==> src/rtl/region_select_pkg.sv <==
package region_select_pkg;
  localparam int CNT_W = 16;

  typedef struct packed {
    logic [1:0]       ld;
    logic [CNT_W-1:0] value;
  } cntStrobe_t;

  function automatic logic pickRead(input logic [CNT_W-1:0] c0, input logic [CNT_W-1:0] c1);
    logic [CNT_W-1:0] top;
    logic [CNT_W-1:0] nearTop;
    top     = '1;
    nearTop = top - 1'b1;
    if (c0 == top && c1 != nearTop) return 1'b1;
    if (c1 == top && c0 != nearTop) return 1'b0;
    return (c0 > c1) ? 1'b0 : 1'b1;
  endfunction
endpackage

==> src/rtl/region_select_ctrl.sv <==
module region_select_ctrl
  import region_select_pkg::*;
#(
  parameter int ADDR_W    = 19,
  parameter int R0_BASE   = 'h50000,
  parameter int R1_BASE   = 'h70000,
  parameter int REG_BYTES = 'h8000
) (
  input  logic              clk,
  input  logic              rstN,
  input  logic              wrEn,
  input  logic [ADDR_W-1:0] wrAddr,
  input  logic [CNT_W-1:0]  wrData,
  output cntStrobe_t        strb
);
  localparam logic [ADDR_W-1:0] SLOT0 = ADDR_W'(R0_BASE + REG_BYTES - 2);
  localparam logic [ADDR_W-1:0] SLOT1 = ADDR_W'(R1_BASE + REG_BYTES - 2);

  always_comb begin
    strb.value = wrData;
    strb.ld[0] = wrEn && (wrAddr == SLOT0);
    strb.ld[1] = wrEn && (wrAddr == SLOT1);
  end


  single_load_chk: assert property (@(posedge clk) disable iff (!rstN)
    $onehot0(strb.ld));


  idle_bus_chk: assert property (@(posedge clk) disable iff (!rstN)
    !wrEn |-> strb.ld == 2'b00);
endmodule

==> src/rtl/region_select_dp.sv <==
module region_select_dp
  import region_select_pkg::*;
#(
  parameter int ADDR_W  = 19,
  parameter int R0_BASE = 'h50000,
  parameter int R1_BASE = 'h70000
) (
  input  logic              clk,
  input  logic              rstN,
  input  cntStrobe_t        strb,
  output logic              rdSel,
  output logic              wrSel,
  output logic [ADDR_W-1:0] rdBase,
  output logic [ADDR_W-1:0] wrBase
);
  localparam logic [ADDR_W-1:0] BASE0 = ADDR_W'(R0_BASE);
  localparam logic [ADDR_W-1:0] BASE1 = ADDR_W'(R1_BASE);
  localparam logic [CNT_W-1:0]  TOP   = '1;
  localparam logic [CNT_W-1:0]  NEAR  = TOP - 1'b1;

  logic [CNT_W-1:0] cnt [2];
  logic             nextRd;

  for (genvar g = 0; g < 2; g++) begin : g_cnt
    always_ff @(posedge clk) begin
      if (!rstN)            cnt[g] <= '0;
      else if (strb.ld[g])  cnt[g] <= strb.value;
    end


    cnt_load_chk: assert property (@(posedge clk) disable iff (!rstN)
      strb.ld[g] |=> cnt[g] == $past(strb.value));
  end

  assign nextRd = pickRead(cnt[0], cnt[1]);

  always_ff @(posedge clk) begin
    if (!rstN) begin
      rdSel  <= 1'b1;
      wrSel  <= 1'b0;
      rdBase <= BASE1;
      wrBase <= BASE0;
    end else begin
      rdSel  <= nextRd;
      wrSel  <= ~nextRd;
      rdBase <= nextRd ? BASE1 : BASE0;
      wrBase <= nextRd ? BASE0 : BASE1;
    end
  end


  opposite_sel_chk: assert property (@(posedge clk) disable iff (!rstN)
    wrSel != rdSel);


  base_match_chk: assert property (@(posedge clk) disable iff (!rstN)
    rdBase == (rdSel ? BASE1 : BASE0) && wrBase == (wrSel ? BASE1 : BASE0));


  wrap_first_chk: assert property (@(posedge clk) disable iff (!rstN)
    (cnt[0] == TOP && cnt[1] != NEAR) |=> rdSel == 1'b1);


  greater_chk: assert property (@(posedge clk) disable iff (!rstN)
    (cnt[0] != TOP && cnt[1] != TOP && cnt[0] > cnt[1]) |=> rdSel == 1'b0);
endmodule

==> src/rtl/region_select_top.sv <==
module region_select_top
  import region_select_pkg::*;
#(
  parameter int MEM_BYTES = 'h80000,
  parameter int R0_BASE   = 'h50000,
  parameter int R1_BASE   = 'h70000,
  parameter int REG_BYTES = 'h8000,
  localparam int ADDR_W   = $clog2(MEM_BYTES)
) (
  input  logic              clk,
  input  logic              rstN,
  input  logic              wrEn,
  input  logic [ADDR_W-1:0] wrAddr,
  input  logic [15:0]       wrData,
  output logic              rdSel,
  output logic              wrSel,
  output logic [ADDR_W-1:0] rdBase,
  output logic [ADDR_W-1:0] wrBase
);
  cntStrobe_t strb;

  region_select_ctrl #(
    .ADDR_W(ADDR_W), .R0_BASE(R0_BASE), .R1_BASE(R1_BASE), .REG_BYTES(REG_BYTES)
  ) i_ctrl (
    .clk(clk), .rstN(rstN), .wrEn(wrEn), .wrAddr(wrAddr), .wrData(wrData), .strb(strb)
  );

  region_select_dp #(
    .ADDR_W(ADDR_W), .R0_BASE(R0_BASE), .R1_BASE(R1_BASE)
  ) i_dp (
    .clk(clk), .rstN(rstN), .strb(strb),
    .rdSel(rdSel), .wrSel(wrSel), .rdBase(rdBase), .wrBase(wrBase)
  );
endmodule

==> config.mk <==
export PLATFORM = sky130hd
export DESIGN_NAME = region_select_top
export DESIGN_NICKNAME = d
export VERILOG_FILES = /design/src/rtl/region_select_pkg.sv /design/src/rtl/region_select_ctrl.sv /design/src/rtl/region_select_dp.sv /design/src/rtl/region_select_top.sv
export SDC_FILE = /design/constraint.sdc
export NUM_CORES = 1
export LEC_CHECK = 0
export BUFFER_PORTS_ARGS = -buffer_cell sky130_fd_sc_hd__buf_2
export CAP_MARGIN = 20
export CORE_MARGIN = 10
export CORE_UTILIZATION = 30
export CTS_CLUSTER_SIZE = 28
export DETAILED_ROUTE_END_ITERATION = 10
export MAX_ROUTING_LAYER = met4
export PLACE_DENSITY = 0.55
export SYNTH_ARGS = -nofsm -noshare
export SYNTH_HDL_FRONTEND = slang
export SYNTH_SLANG_ARGS = --single-unit
==> constraint.sdc <==
create_clock -name clk -period 2.5 [get_ports clk]
set_input_delay 0.25 -clock clk [delete_from_list [all_inputs] [get_ports clk]]
set_output_delay 0.25 -clock clk [all_outputs]
set_load 0.01 [all_outputs]
==> impl_metrics.csv <==
group,metric,value,unit
outcome,status,"completed",
power_and_ir_drop,p_sw,0.000294,W
logic_synthesis,async_flop_share,0,
power_and_ir_drop,p_seq_frac,0.561,
sta,rsz0062_at_grt,"no",
power_and_ir_drop,clock_power_share,0.315,
setup_path,cp_max_fo,3,
power_and_ir_drop,p_leak,1.06,nW
routing,route.detailed.drc,0,
cts,clock_sinks,34,
global_routing,grt_use_met2,0.125,
setup_path,startpoint_type,"flip-flop",
routing,antenna_left,0,
cts,clkTransAtPathRegs,0.07,ns
global_routing,busiest_layer,"met2",
sta,tns,0,ns
logic_synthesis,synthCells,197,
sta,fin_worst_skew,0.00472,ns
die,core,0.00679,mm²
logic_synthesis,synth.avg_cell_area,10.7,µm²
power_and_ir_drop,p_total,0.00119,W
power_and_ir_drop,power.internal,0.000899,W
global_routing,grt.overflow.total,0,
run,cap_violations,0,
place,port_buffers,41,
cts,cts.repair.resized,0,
sta,finalCriticalPeriod,1.86,ns
logic_synthesis,ys_warn_count,0,
final_layout,drive_above_1_share,0.230,
global_routing,grtUsageMet1,0.0886,
cts,hold_buffers,0,
sta,hold_viol,0,
logic_synthesis,ys_top_cells_by_area,"edfxtp_1, buf_4, and2_1, ha_1, nand4_1",
cts,cts_buffers,5,
die,ios,78,
global_routing,antenna_found_initial,0,
setup_path,end_kind,"flip-flop",
final_layout,num_antenna_cells,0,
cts,htree_num_levels,2,
power_and_ir_drop,ir_worst_vdd,0.000215,V
final_layout,finalNetCount,297,
place,gp_congestion,0.843,
die,dieWidth,104,µm
sta,min_period_over_period,0.743,
sta,finalSetupViolCount,0,
cts,clockBufferDepth,2,
global_routing,grt_max_degree,17,
power_and_ir_drop,p_sw_frac,0.246,
cts,cts_tree,"built",
setup_path,crit_arrival,2.04,ns
setup_path,cp_data_required_time,2.68,ns
global_routing,grt.total_usage,0.0803,
power_and_ir_drop,powerDensity,502,mW/mm²
logic_synthesis,yosysSeqAreaShare,0.475,
logic_synthesis,netlist_area,0.00211,mm²
sta,timing.fmax,538,MHz
routing,vias,1401,
logic_synthesis,synth_edf_count,32,
logic_synthesis,synth_ff_type,"edfxtp_1",
logic_synthesis,synth_top_area_frac,0.456,
cts,root_buffer,"clkbuf_8",
final_layout,areaGrowthSynthToFinish,12.8,%
logic_synthesis,yosys.area.top_type,"edfxtp_1",
routing,wire_per_inst,12.8,µm
die,rows,30,
logic_synthesis,synth.top_cells.by_count,"buf_4, and2_1, edfxtp_1",
routing,first_iter_violations,72,
logic_synthesis,ys_types,30,
global_routing,grt_util_met3,0.0421,
setup_path,path_class,"flip-flop to flip-flop",
routing,wirelength,4350,µm
global_routing,grt_pass1_vias,1496,
hold_path,hold_class,"primary input to flip-flop",
cts,post_cts_buffers,0,
logic_synthesis,yosys_register_bits,34,
die,die-area,0.0108,mm²
die,start_util,0.310,
logic_synthesis,synth_most_common_cell,"buf_4",
routing,dr.pass1.iters,4,
die,fp.dieH,104,µm
power_and_ir_drop,comb_power_share,0.124,
cts,clkLatencyLatePin,0.28,ns
global_routing,grt_pass1_wl,6840,µm
routing,routed_via_density,4.12,
sta,drv_slew,0,
place,hpwl,3670,µm
-- layer usage --
metal	vias up	wire length, µm
met3	3	446
met4	0	25
met2	64	2000
met1	640	1880
li1	694	-
met5	-	0
-- cell usage in the layout, fill, tap and decap left out, types with 2 or more instances in the layout --
cell	instances
a21oi_1	7
and2_1	32
buf_2	41
buf_4	4
clkbuf_8	5
conb_1	36
dfxtp_1	2
edfxtp_1	32
ha_1	16
inv_1	19
nand2_1	8
nand3_1	3
nand4_1	12
nor2_1	5
o21a_1	2
o21ai_1	3
-- worst paths after layout --
kind	slack, ns	start	cells after the start	to
max	0.64	i_dp.cnt[0][12]	6	i_dp.rdBase[17]
max reg2reg	0.64	i_dp.cnt[0][12]	6	i_dp.rdBase[17]
min	0.25	wrData[9]	2	i_dp.cnt[1][9]
min reg2reg	0.65	i_dp.cnt[1][0]	2	i_dp.wrBase[17]
-- cells by family after synthesis --
| group | count (synthesis) | share of synthesized area |
|---|---|---|
| AOI/OAI and AO/OA | 17 | 0.0505 |
| adders and majority gates | 16 | 0.0951 |
| buffers and inverters | 59 | 0.173 |
| and+or+nand+nor | 69 | 0.202 |
| DFF | 34 | 0.475 |
| other | 2 | 0.00357 |
-- through the flow --
step | instances | hold slack [ns] | instance area (µm²) | util | worst slack, ns
final | 340 | 0.254 | 2380 | 0.350 | 0.643
after global routing | 340 | 0.251 | 2380 | 0.350 | 0.449
after CTS | 340 | 0.248 | 2380 | 0.350 | 0.636
after detailed placement | 332 | 0.541 | 2290 | 0.338 | 0.661
after global placement | 332 | 0.540 | 2290 | 0.338 | 0.692
after floorplan | 231 | 0.448 | 2230 | - | 0.253
-- power groups by stage --
stage	sequential [W]	clock, W	combinational, W
after floorplan	0.000676	0	0.000134
after global placement	0.000682	0	0.000144
after detailed placement	0.000682	0	0.000147
after CTS	0.000670	0.000386	0.000148
after global routing	0.000672	0.000410	0.000172
final	0.000669	0.000376	0.000148
-- registers in the layout, indices dropped and copies added (netlist names) --
signal	count
i_dp.wrBase	1
i_dp.rdBase	1
i_dp.cnt	32
-- critical path: stages (launching register included) --
cell,delay (ns)
edfxtp_1,0.41
ha_1,0.31
nand4_1,0.10
or2_4,0.29
nor4_4,0.30
a2111oi_1,0.15
o21a_1,0.20
-- final cells by class --
cell class / count / area, µm²
Multi-Input combinational cell: 138 / 867
Sequential cell: 34 / 1000
Clock inverter: 2 / 8.76
Timing Repair Buffer: 45 / 235
Fill cell: 704 / 4420
Clock buffer: 6 / 72.6
Tap cell: 96 / 120
Inverter: 19 / 71.3
No activity file was read; power rests on OpenSTA's default activity.
